**src/rtl/bootsel_pkg.sv**
```systemverilog
package bootsel_pkg;
  typedef struct packed {
    logic swapDev;
    logic startPulse;
  } wdStrobe_t;

  localparam int ADDR_CTRL   = 0;
  localparam int ADDR_COUNT  = 1;
  localparam int ADDR_STATUS = 2;
endpackage

```
**src/rtl/bootsel_ctrl.sv**
```systemverilog
module bootsel_ctrl
  import bootsel_pkg::*;
#(
  parameter int DATA_W      = 8,
  parameter int ADDR_W      = 2,
  parameter int TICK_DIV    = 4,
  parameter int DEF_TIMEOUT = 10,
  parameter int OK_CODE     = 8'hA4
) (
  input  logic              clk,
  input  logic              rstPorN,
  input  logic              regWe,
  input  logic [ADDR_W-1:0] regAddr,
  input  logic [DATA_W-1:0] regWdata,
  output logic [DATA_W-1:0] regRdata,
  input  logic              swBootSel,
  input  logic              activeDev,
  input  logic              devValid,
  input  logic              pulseActive,
  output wdStrobe_t         strobe
);
  localparam int PRE_W = (TICK_DIV > 1) ? $clog2(TICK_DIV) : 1;
  localparam logic [PRE_W-1:0]  PRE_LAST = PRE_W'(TICK_DIV - 1);
  localparam logic [DATA_W-1:0] DEF_CNT  = DATA_W'(DEF_TIMEOUT);
  localparam logic [DATA_W-1:0] CODE_OK  = DATA_W'(OK_CODE);

  logic              wdEn;
  logic [DATA_W-1:0] timeoutReg;
  logic              bootOk;
  logic [PRE_W-1:0]  preCnt;
  logic [DATA_W-1:0] tickCnt;
  logic              running, tick, expire, wrOk;
  logic [DATA_W:0]   nextTicks, limit;

  assign running   = wdEn && !bootOk && !pulseActive && devValid;
  assign tick      = running && (preCnt == PRE_LAST);
  assign nextTicks = {1'b0, tickCnt} + 1'b1;
  assign limit     = (timeoutReg == '0) ? (DATA_W+1)'(1) : {1'b0, timeoutReg};
  assign expire    = tick && (nextTicks >= limit);
  assign wrOk      = regWe && !pulseActive;

  assign strobe.swapDev    = expire;
  assign strobe.startPulse = expire;

  always_ff @(posedge clk or negedge rstPorN) begin
    if (!rstPorN) begin
      preCnt  <= '0;
      tickCnt <= '0;
    end else if (!running) begin
      preCnt  <= '0;
      tickCnt <= '0;
    end else begin
      preCnt <= (preCnt == PRE_LAST) ? '0 : preCnt + 1'b1;
      if (tick) tickCnt <= expire ? '0 : nextTicks[DATA_W-1:0];
    end
  end

  always_ff @(posedge clk or negedge rstPorN) begin
    if (!rstPorN) begin
      wdEn       <= 1'b1;
      timeoutReg <= DEF_CNT;
      bootOk     <= 1'b0;
    end else if (expire) begin
      wdEn       <= 1'b1;
      timeoutReg <= DEF_CNT;
      bootOk     <= 1'b0;
    end else if (wrOk) begin
      case (int'(regAddr))
        ADDR_CTRL:   wdEn <= regWdata[0];
        ADDR_COUNT:  timeoutReg <= regWdata;
        ADDR_STATUS: if (regWdata == CODE_OK) bootOk <= 1'b1;
        default: ;
      endcase
    end
  end

  always_comb begin
    regRdata = '0;
    case (int'(regAddr))
      ADDR_CTRL:   regRdata[0] = wdEn;
      ADDR_COUNT:  regRdata = timeoutReg;
      ADDR_STATUS: begin
        regRdata[0] = swBootSel;
        regRdata[1] = activeDev;
        regRdata[2] = bootOk;
      end
      default: regRdata = '0;
    endcase
  end

  // a recorded success code keeps the watchdog from firing
  p_no_expire_after_ok_r7: assert property (@(posedge clk) disable iff (!rstPorN)
    bootOk |-> !strobe.swapDev);

  // writes during the board reset pulse leave the registers alone
  p_writes_blocked_r10: assert property (@(posedge clk) disable iff (!rstPorN)
    (pulseActive && regWe) |=> ($stable(wdEn) && $stable(timeoutReg) && $stable(bootOk)));
endmodule

```
**src/rtl/bootsel_path.sv**
```systemverilog
module bootsel_path
  import bootsel_pkg::*;
#(
  parameter int RST_CYCLES = 4
) (
  input  logic      clk,
  input  logic      rstPorN,
  input  logic      swBootSel,
  input  wdStrobe_t strobe,
  input  logic      spiCsN,
  input  logic      spiSclk,
  input  logic      spiMosi,
  output logic      spiMiso,
  output logic      flashACsN,
  output logic      flashBCsN,
  output logic      flashSclk,
  output logic      flashMosi,
  input  logic      flashAMiso,
  input  logic      flashBMiso,
  output logic      activeDev,
  output logic      devValid,
  output logic      pulseActive,
  output logic      boardRstN
);
  localparam int RST_W = $clog2(RST_CYCLES + 1);
  localparam logic [RST_W-1:0] RST_LOAD = RST_W'(RST_CYCLES);

  logic [RST_W-1:0] pulseCnt;

  always_ff @(posedge clk or negedge rstPorN) begin
    if (!rstPorN) begin
      devValid  <= 1'b0;
      activeDev <= 1'b0;
    end else if (!devValid) begin
      devValid  <= 1'b1;
      activeDev <= ~swBootSel;
    end else if (strobe.swapDev) begin
      activeDev <= ~activeDev;
    end
  end

  always_ff @(posedge clk or negedge rstPorN) begin
    if (!rstPorN)               pulseCnt <= '0;
    else if (strobe.startPulse) pulseCnt <= RST_LOAD;
    else if (pulseCnt != '0)    pulseCnt <= pulseCnt - 1'b1;
  end

  assign pulseActive = (pulseCnt != '0);
  assign boardRstN   = !pulseActive;

  assign flashACsN = (devValid && !activeDev) ? spiCsN : 1'b1;
  assign flashBCsN = (devValid &&  activeDev) ? spiCsN : 1'b1;
  assign flashSclk = spiSclk;
  assign flashMosi = spiMosi;
  assign spiMiso   = activeDev ? flashBMiso : flashAMiso;

  // never both devices selected
  p_cs_exclusive_r2: assert property (@(posedge clk) disable iff (!rstPorN)
    !(!flashACsN && !flashBCsN));

  // an idle processor select leaves both devices idle
  p_cs_idle_r2: assert property (@(posedge clk) disable iff (!rstPorN)
    spiCsN |-> (flashACsN && flashBCsN));

  // expiry flips the active device
  p_swap_on_expire_r5: assert property (@(posedge clk) disable iff (!rstPorN)
    strobe.swapDev |=> (activeDev != $past(activeDev)));

  // without expiry the captured device does not move
  p_dev_stable_r5: assert property (@(posedge clk) disable iff (!rstPorN)
    (devValid && !strobe.swapDev) |=> $stable(activeDev));
endmodule

```
**src/rtl/bootsel_top.sv**
```systemverilog
module bootsel_top
  import bootsel_pkg::*;
#(
  parameter int DATA_W      = 8,
  parameter int ADDR_W      = 2,
  parameter int TICK_DIV    = 4,
  parameter int DEF_TIMEOUT = 10,
  parameter int RST_CYCLES  = 4,
  parameter int OK_CODE     = 8'hA4
) (
  input  logic              clk,
  input  logic              rstPorN,
  input  logic              swBootSel,
  input  logic              regWe,
  input  logic [ADDR_W-1:0] regAddr,
  input  logic [DATA_W-1:0] regWdata,
  output logic [DATA_W-1:0] regRdata,
  input  logic              spiCsN,
  input  logic              spiSclk,
  input  logic              spiMosi,
  output logic              spiMiso,
  output logic              flashACsN,
  output logic              flashBCsN,
  output logic              flashSclk,
  output logic              flashMosi,
  input  logic              flashAMiso,
  input  logic              flashBMiso,
  output logic              boardRstN
);
  wdStrobe_t strobe;
  logic activeDev, devValid, pulseActive;

  bootsel_ctrl #(
    .DATA_W(DATA_W), .ADDR_W(ADDR_W), .TICK_DIV(TICK_DIV),
    .DEF_TIMEOUT(DEF_TIMEOUT), .OK_CODE(OK_CODE)
  ) uCtrl (
    .clk(clk), .rstPorN(rstPorN), .regWe(regWe), .regAddr(regAddr),
    .regWdata(regWdata), .regRdata(regRdata), .swBootSel(swBootSel),
    .activeDev(activeDev), .devValid(devValid), .pulseActive(pulseActive),
    .strobe(strobe)
  );

  bootsel_path #(.RST_CYCLES(RST_CYCLES)) uPath (
    .clk(clk), .rstPorN(rstPorN), .swBootSel(swBootSel), .strobe(strobe),
    .spiCsN(spiCsN), .spiSclk(spiSclk), .spiMosi(spiMosi), .spiMiso(spiMiso),
    .flashACsN(flashACsN), .flashBCsN(flashBCsN), .flashSclk(flashSclk),
    .flashMosi(flashMosi), .flashAMiso(flashAMiso), .flashBMiso(flashBMiso),
    .activeDev(activeDev), .devValid(devValid), .pulseActive(pulseActive),
    .boardRstN(boardRstN)
  );
endmodule

```
**config.mk**
```make
export PLATFORM = sky130hd
export DESIGN_NAME = bootsel_top
export DESIGN_NICKNAME = d
export VERILOG_FILES = /design/src/rtl/bootsel_pkg.sv /design/src/rtl/bootsel_ctrl.sv /design/src/rtl/bootsel_path.sv /design/src/rtl/bootsel_top.sv
export SDC_FILE = /design/constraint.sdc
export NUM_CORES = 1
export LEC_CHECK = 0
export BUFFER_PORTS_ARGS = -buffer_cell sky130_fd_sc_hd__clkbuf_2
export CAP_MARGIN = 40
export CORE_ASPECT_RATIO = 0.8
export CORE_MARGIN = 2
export CORE_UTILIZATION = 49
export DETAILED_ROUTE_END_ITERATION = 8
export PLACE_DENSITY = 0.75
export SLEW_MARGIN = 10
export SYNTH_ARGS = -nofsm -noshare
export SYNTH_HDL_FRONTEND = slang
export SYNTH_SLANG_ARGS = --single-unit
```
**constraint.sdc**
```tcl
create_clock -name clk -period 2.7 [get_ports clk]
set_clock_uncertainty 0.1 [all_clocks]
set_input_delay 0.27 -clock clk [delete_from_list [all_inputs] [get_ports clk]]
set_output_delay 0.27 -clock clk [all_outputs]
set_load 0.02 [all_outputs]
```
==> flow_metrics.tcl, run 1 <==
set metrics [dict create \
    dp_slack_ps -140 \
    drive_above_1_share_pct 30.6 \
    fmax_ghz 0.365 \
    yosys.area.top_type "dfrtp_1" \
    cpMaxStageDelayCell "dfrtp_1" \
    setup_viol 6 \
    cp-start-kind "flip-flop" \
    vias_per_cell 5.58 \
    synthArstFlopShare_pct 100 \
    ys.flop_type "dfrtp_1" \
    yosys-top-cells-area "dfrtp_1 (33%), ha_1 (12%), dfstp_2 (4.7%)" \
    cts_root_buffer "clkbuf_8" \
    ir_drop_uv 454 \
    synthesis.nets 212 \
    htreeDepth 1 \
    rsz0062_at_grt "yes" \
    violations "negative setup slack" \
    finalCritPeriodShare_pct 101 \
    cts_buffers 3 \
    first_global_vias 1443 \
    hpwlAfterDp_um 3110 \
    ys_seq_area_share_pct 37.8 \
    grt-ovfl-total 0 \
    grt_use_total_pct 21.3 \
    portBuffers 28 \
    ioPinCount 33 \
    hold_violations 0 \
    postSynthAreaPerCell_um2 9.42 \
    path_max_fanout 6 \
    filler_cell_count 265 \
    final_antenna_net_count 0 \
    final_area_mm2 0.00204 \
    die-height_um 56.2 \
    crit_chain "ha_4 > nand3_2 > or2_1 > and2_4 > or2_4 > ha_4 > and3_4 > nor2b_4 > nor3_4 > buf_6 > and3_4 > mux2_2" \
    fin_crit_ps 2740 \
    power_leakage_nw 1.02 \
    max_stage_delay_ps 430 \
    synth_common_cells "dfrtp_1 (22), nand2_1 (21), ha_1 (16)" \
    yosysMostFrequentCell "dfrtp_1" \
    clock_latency_ps 270 \
    wl_per_cell_um 15.2 \
    worst_pin_slew_ps 637 \
    first_pass_iters 4 \
    yosysUniqueCellTypes 50 \
    maxCapViolCount 0 \
    synth_top_area_share_pct 33.0 \
    finalMaxSlewViolations 0 \
    chipWidth_um 69.2 \
    first_iter_violations 95 \
    postPlaceCellArea_mm2 0.00190 \
    clock_path_buffers 2 \
    power.density_mw_per_mm2 659 \
    clkTransAtPathRegs_ps 90 \
    finalNetCount 252 \
    criticalPathCategory "flip-flop to flip-flop" \
    worstPathArrival_ps 2810 \
    fp-row-count 18 \
    required_ps 2770 \
    cts.sinks 25 \
    cts_tree "done" \
    ys_ff_latch 25 \
    grt_pass1_wl_um 6640 \
    hold_path_class "input pin to flip-flop" \
    outcome "finished with violations" \
    synth-edff-count 0 \
    areaGrowthSynthToFinish_pct 22.4 \
    setup_ws_ps -39.5 \
    gp_congestion 0.831 \
    synthesis.area_mm2 0.00167 \
    core_area_mm2 0.00318 \
    synth_warnings 0 \
    slew_headroom_pct 57.5 \
    worst_setup_path_end_kind "flip-flop" \
    synth_cells 177 \
    drc 0 \
    die_area_mm2 0.00389 \
    wirelength_um 3900 \
    grt_max_degree 26 \
    start_util_pct 52.5 \
    diodes 0 \
    antenna_found_initial 0 \
    vias 1429 \
]
==> cell families after synthesis <==
| kind of cell | share of synthesized area [%] |
|---|---|
| and+or+nand+nor | 25.4 |
| AOI/OAI and AO/OA | 15.2 |
| DFF | 37.8 |
| buffers and inverters | 5.40 |
| adders and majority gates | 12.0 |
| xor gates and xnor gates | 2.10 |
| muxes | 1.95 |
| other | 0.225 |
==> path summary, 6_finish.rpt <==
path                                                   start                         endpoint  slack (ps)  depth (start not counted)
worst max-delay path            uCtrl.tickCnt[1]$_DFFE_PN0P_     uCtrl.tickCnt[0]$_DFFE_PN0P_         -40                         12
min in group asynchronous                            rstPorN     uCtrl.tickCnt[7]$_DFFE_PN0P_         450                          2
max in group asynchronous                            rstPorN     uCtrl.tickCnt[2]$_DFFE_PN0P_        1640                          2
worst min-delay path                             regWdata[1]  uCtrl.timeoutReg[1]$_DFFE_PN1P_         120                          3
worst max register to register  uCtrl.tickCnt[1]$_DFFE_PN0P_     uCtrl.tickCnt[0]$_DFFE_PN0P_         -40                         12
worst min register to register     uCtrl.preCnt[0]$_DFF_PN0_        uCtrl.preCnt[0]$_DFF_PN0_         360                          1
==> placed cells by master (no fill, tap or decap), types with 2 or more instances in the layout <==
| cell type | instances |
|---|---|
| clkbuf_2 | 28 |
| dfrtp_1 | 22 |
| nand2_1 | 21 |
| inv_1 | 14 |
| ha_1 | 14 |
| nor2_1 | 12 |
| buf_4 | 9 |
| a21oi_1 | 8 |
| nor2b_1 | 7 |
| and2_1 | 5 |
| nand3_1 | 4 |
| a22o_1 | 4 |
| xnor2_1 | 3 |
| and3_4 | 3 |
| nand3b_1 | 3 |
| o2111a_1 | 3 |
| a21o_1 | 3 |
| clkbuf_8 | 3 |
| dfstp_2 | 3 |
| and2_4 | 2 |
| or2_2 | 2 |
| nand2b_1 | 2 |
| nand4b_1 | 2 |
| a22oi_1 | 2 |
| mux2_2 | 2 |
| nor4b_1 | 2 |
| ha_4 | 2 |
| buf_6 | 2 |
==> worst max-delay path, delay by kind of cell (launching register included) <==
kind                     cells  cell delay (ps)
buffers and inverters        1              140
multiplexers                 1              250
flip-flops                   1              430
AND/OR/NAND/NOR              8             1280
adder cells (fa/ha/maj)      2              430
==> through the flow <==
step | TNS, ps | hold slack [ps] | std cells | util [%] | power (mW)
finish | -147 | 121 | 256 | 64.2 | 1.34
global route | -1770 | 119 | 256 | 64.2 | 1.45
CTS | -203 | 109 | 254 | 62.6 | 1.34
detailed placement | -1640 | 225 | 246 | 59.7 | 1.11
global placement | 0 | 202 | 246 | 59.7 | 1.07
floorplan | 0 | -126 | 177 | - | 0.933
==> layout make-up <==
type / count / area, µm² / share of cell area [%]
Sequential cell: 25 / 629 / 30.9
Clock buffer: 4 / 45.0 / 2.21
Tap cell: 40 / 50.0 / 2.45
Multi-Input combinational cell: 132 / 1020 / 49.9
Inverter: 15 / 56.3 / 2.76
Timing Repair Buffer: 40 / 240 / 11.8
==> sequential cells by signal (all words and copies together), names as in the netlist <==
register / count
uPath.pulseCnt: 3
uCtrl.bootOk: 1
uCtrl.preCnt: 2
uPath.devValid: 1
uPath.activeDev: 1
uCtrl.wdEn: 1
uCtrl.timeoutReg: 8
uCtrl.tickCnt: 8
==> per-layer routing <==
layer	track usage [%]	part of all wire [%]	vias up
li1	-	-	695
met1	27.9	45	695
met2	35.9	49	34
met3	4.53	5.0	5
met4	5.88	0.77	0
met5	0	0	-
==> timing repair <==
action	CTS	global route
buffers inserted	3	2
cloned	0	0
pin swaps	9	11
setup endpoints to repair	19	22
endpoints found under the hold margin	22	0
gates resized for setup	3	8
hold buffers	1	0
==> where the power goes <==
group          total, mW  internal, mW  switching [mW]
registers          0.589         0.491          0.0976
clock network      0.223         0.106           0.117
logic              0.532         0.240           0.292
total               1.34         0.837           0.507
(Power assumes the default switching activity.)
==> run 2, diff against run 1 <==
BUFFER_PORTS_ARGS = not set   (was -buffer_cell sky130_fd_sc_hd__clkbuf_2)
CORE_UTILIZATION = 55   (was 49)
DONT_BUFFER_PORTS = 1   (was not set)
PLACE_DENSITY = 0.73   (was 0.75)
==> run 2 against run 1 <==
The run still ends with negative setup slack left. Register-to-register slack better by 20 ps. Final area is 7.1% lower. Setup slack better by 18 ps. Hold slack worse by 98 ps. Power is 4.2% lower. Clock-buffer cell count is 1 lower. Global-route usage is 1.8 points higher. Critical path depth stayed put. Critical path type unchanged. Core utilization is 2.7 points higher. Via count is 7.6% lower. Clock power is 2% higher. Combinational power is 9.2% lower.
==> flow_metrics.tcl, run 2 (same netlist as run 1, synthesis figures left out) <==
set metrics [dict create \
    p_sw_share_pct 37.5 \
    antenna_found_initial 0 \
    max_stage_delay_ps 390 \
    finalMaxSlewViolations 0 \
    crit_top_cell "and3_4" \
    die-height_um 53.2 \
    clock_path_buffers 2 \
    layout_commonest_cell "dfrtp_1" \
    intPower_uw 805 \
    cp-start-kind "flip-flop" \
    dp_cells 217 \
    violations "negative setup slack" \
    cts_root_buffer "clkbuf_8" \
    whs_ps 23.3 \
    reg_top3 "uCtrl.tickCnt (8), uCtrl.timeoutReg (8), uPath.pulseCnt (3)" \
    path_max_fanout 6 \
    die_area_mm2 0.00349 \
    required_ps 2770 \
    criticalPathCategory "flip-flop to flip-flop" \
    fin_cells 227 \
    hpwlAfterDp_um 2800 \
    power.density_mw_per_mm2 680 \
    combPwrFrac_pct 37.5 \
    core_area_mm2 0.00283 \
    drc 0 \
    cts_tree "done" \
    cts_buffers 3 \
    rsz0062_at_grt "yes" \
    worstPathArrival_ps 2790 \
    seqPwrFrac_pct 44.8 \
    clock_latency_ps 270 \
    grt_use_total_pct 23.1 \
    ir_drop_uv 663 \
    drive_above_1_share_pct 19.0 \
    final_antenna_net_count 0 \
    cts.sinks 25 \
    finalCritPeriodShare_pct 101 \
    fmax_ghz 0.368 \
    ff_latch_area_um2 629 \
    filler_cell_count 231 \
    chipWidth_um 65.5 \
    setup_ws_ps -21.1 \
    fp-row-count 17 \
    grt_max_degree 26 \
    dp_slack_ps -53.1 \
    htreeDepth 1 \
    maxCapViolCount 0 \
    postPlaceCellArea_mm2 0.00176 \
    worst_pin_slew_ps 540 \
    ioPinCount 33 \
    gp_congestion 0.814 \
    first_pass_iters 4 \
    first_global_vias 1335 \
    slew_headroom_pct 63.9 \
    start_util_pct 58.9 \
    wirelength_um 3530 \
    multi_input_area_um2 993 \
    wl_per_cell_um 15.5 \
    grt-ovfl-total 0 \
    final_area_mm2 0.00189 \
    fin_setup_tns_ps -25.2 \
    portBuffers 0 \
    worst_setup_path_end_kind "flip-flop" \
    power_leakage_nw 0.915 \
    clkTransAtPathRegs_ps 90 \
    first_iter_violations 91 \
    finalNetCount 225 \
    clockPowerShare_pct 17.6 \
    vias 1320 \
    finalCoreUtilization_pct 67.0 \
    diodes 0 \
    setup_viol 2 \
    outcome "finished with violations" \
    hold_path_class "input pin to flip-flop" \
    final_cell_mix "dfrtp_1 (22), nand2_1 (21), inv_1 (14), ha_1 (14), nor2_1 (12)" \
    p_switching_uw 483 \
    finalPower_mw 1.29 \
    grt_pass1_wl_um 5980 \
    fin_crit_ps 2720 \
    areaGrowthSynthToFinish_pct 13.7 \
    cpMaxStageDelayCell "dfrtp_1" \
    hold_violations 0 \
    vias_per_cell 5.81 \
    crit_chain "ha_2 > nand3_2 > or2_1 > and2_4 > or2_4 > ha_4 > and3_4 > nor2b_4 > nor3_4 > buf_6 > and3_4 > mux2_4" \
]
## run 2: cell count changes in the layout (fill, tap and decap cells not counted), sizes merged
cell / change
clkbuf: -29
clkinvlp: +1
dlygate4sd3: +1
## run 2: cell type report
class,count,area share (%)
multi-input combinational,132,52.4
sequential,25,33.2
timing repair buffer,13,6.27
inverter,15,2.97
tap,38,2.51
clock buffer,3,2.18
clock inverter,1,0.396
## run 2: worst paths after layout
kind	start	endpoint	slack, ps	cells past startpoint
max	uCtrl.tickCnt[1]$_DFFE_PN0P_	uCtrl.tickCnt[0]$_DFFE_PN0P_	-20	12
min	regWdata[3]	uCtrl.timeoutReg[3]$_DFFE_PN1P_	20	2
max reg2reg	uCtrl.tickCnt[1]$_DFFE_PN0P_	uCtrl.tickCnt[0]$_DFFE_PN0P_	-20	12
min reg2reg	uCtrl.preCnt[0]$_DFF_PN0_	uCtrl.preCnt[0]$_DFF_PN0_	350	1
max in group asynchronous	rstPorN	uCtrl.timeoutReg[3]$_DFFE_PN1P_	1960	2
min in group asynchronous	rstPorN	uCtrl.preCnt[1]$_DFF_PN0_	310	2
## run 2: power by group through the flow
stage / sequential [mW] / clock [mW] / combinational (mW)
floorplan: 0.554 / 0 / 0.379
global placement: 0.580 / 0 / 0.429
detailed placement: 0.584 / 0 / 0.458
CTS: 0.576 / 0.238 / 0.475
global route: 0.591 / 0.249 / 0.551
finish: 0.577 / 0.227 / 0.483
## run 2: metal layers
layer	vias to the layer above	share of wire (%)	track usage (%)
met5	-	0	0
met4	0	1.2	7.99
met3	4	5.2	6.60
met2	32	47	39.5
met1	644	46	28.3
li1	640	-	-
## run 2: what timing repair did
item / in CTS / in global routing
buffers inserted: 3 / 0
hold buffers: 3 / 0
gates cloned: 0 / 0
endpoints found under the setup margin: 19 / 22
pin swaps: 8 / 6
gates resized for setup: 4 / 1
hold endpoints to repair: 26 / 0
## run 2: worst max-delay path: cells and delay by family, from the launching register on
| family | cells | cell delay, ps |
|---|---|---|
| buffers and inverters | 1 | 140 |
| and+or+nand+nor | 8 | 1240 |
| DFF | 1 | 390 |
| adders and majority gates | 2 | 470 |
| muxes | 1 | 260 |
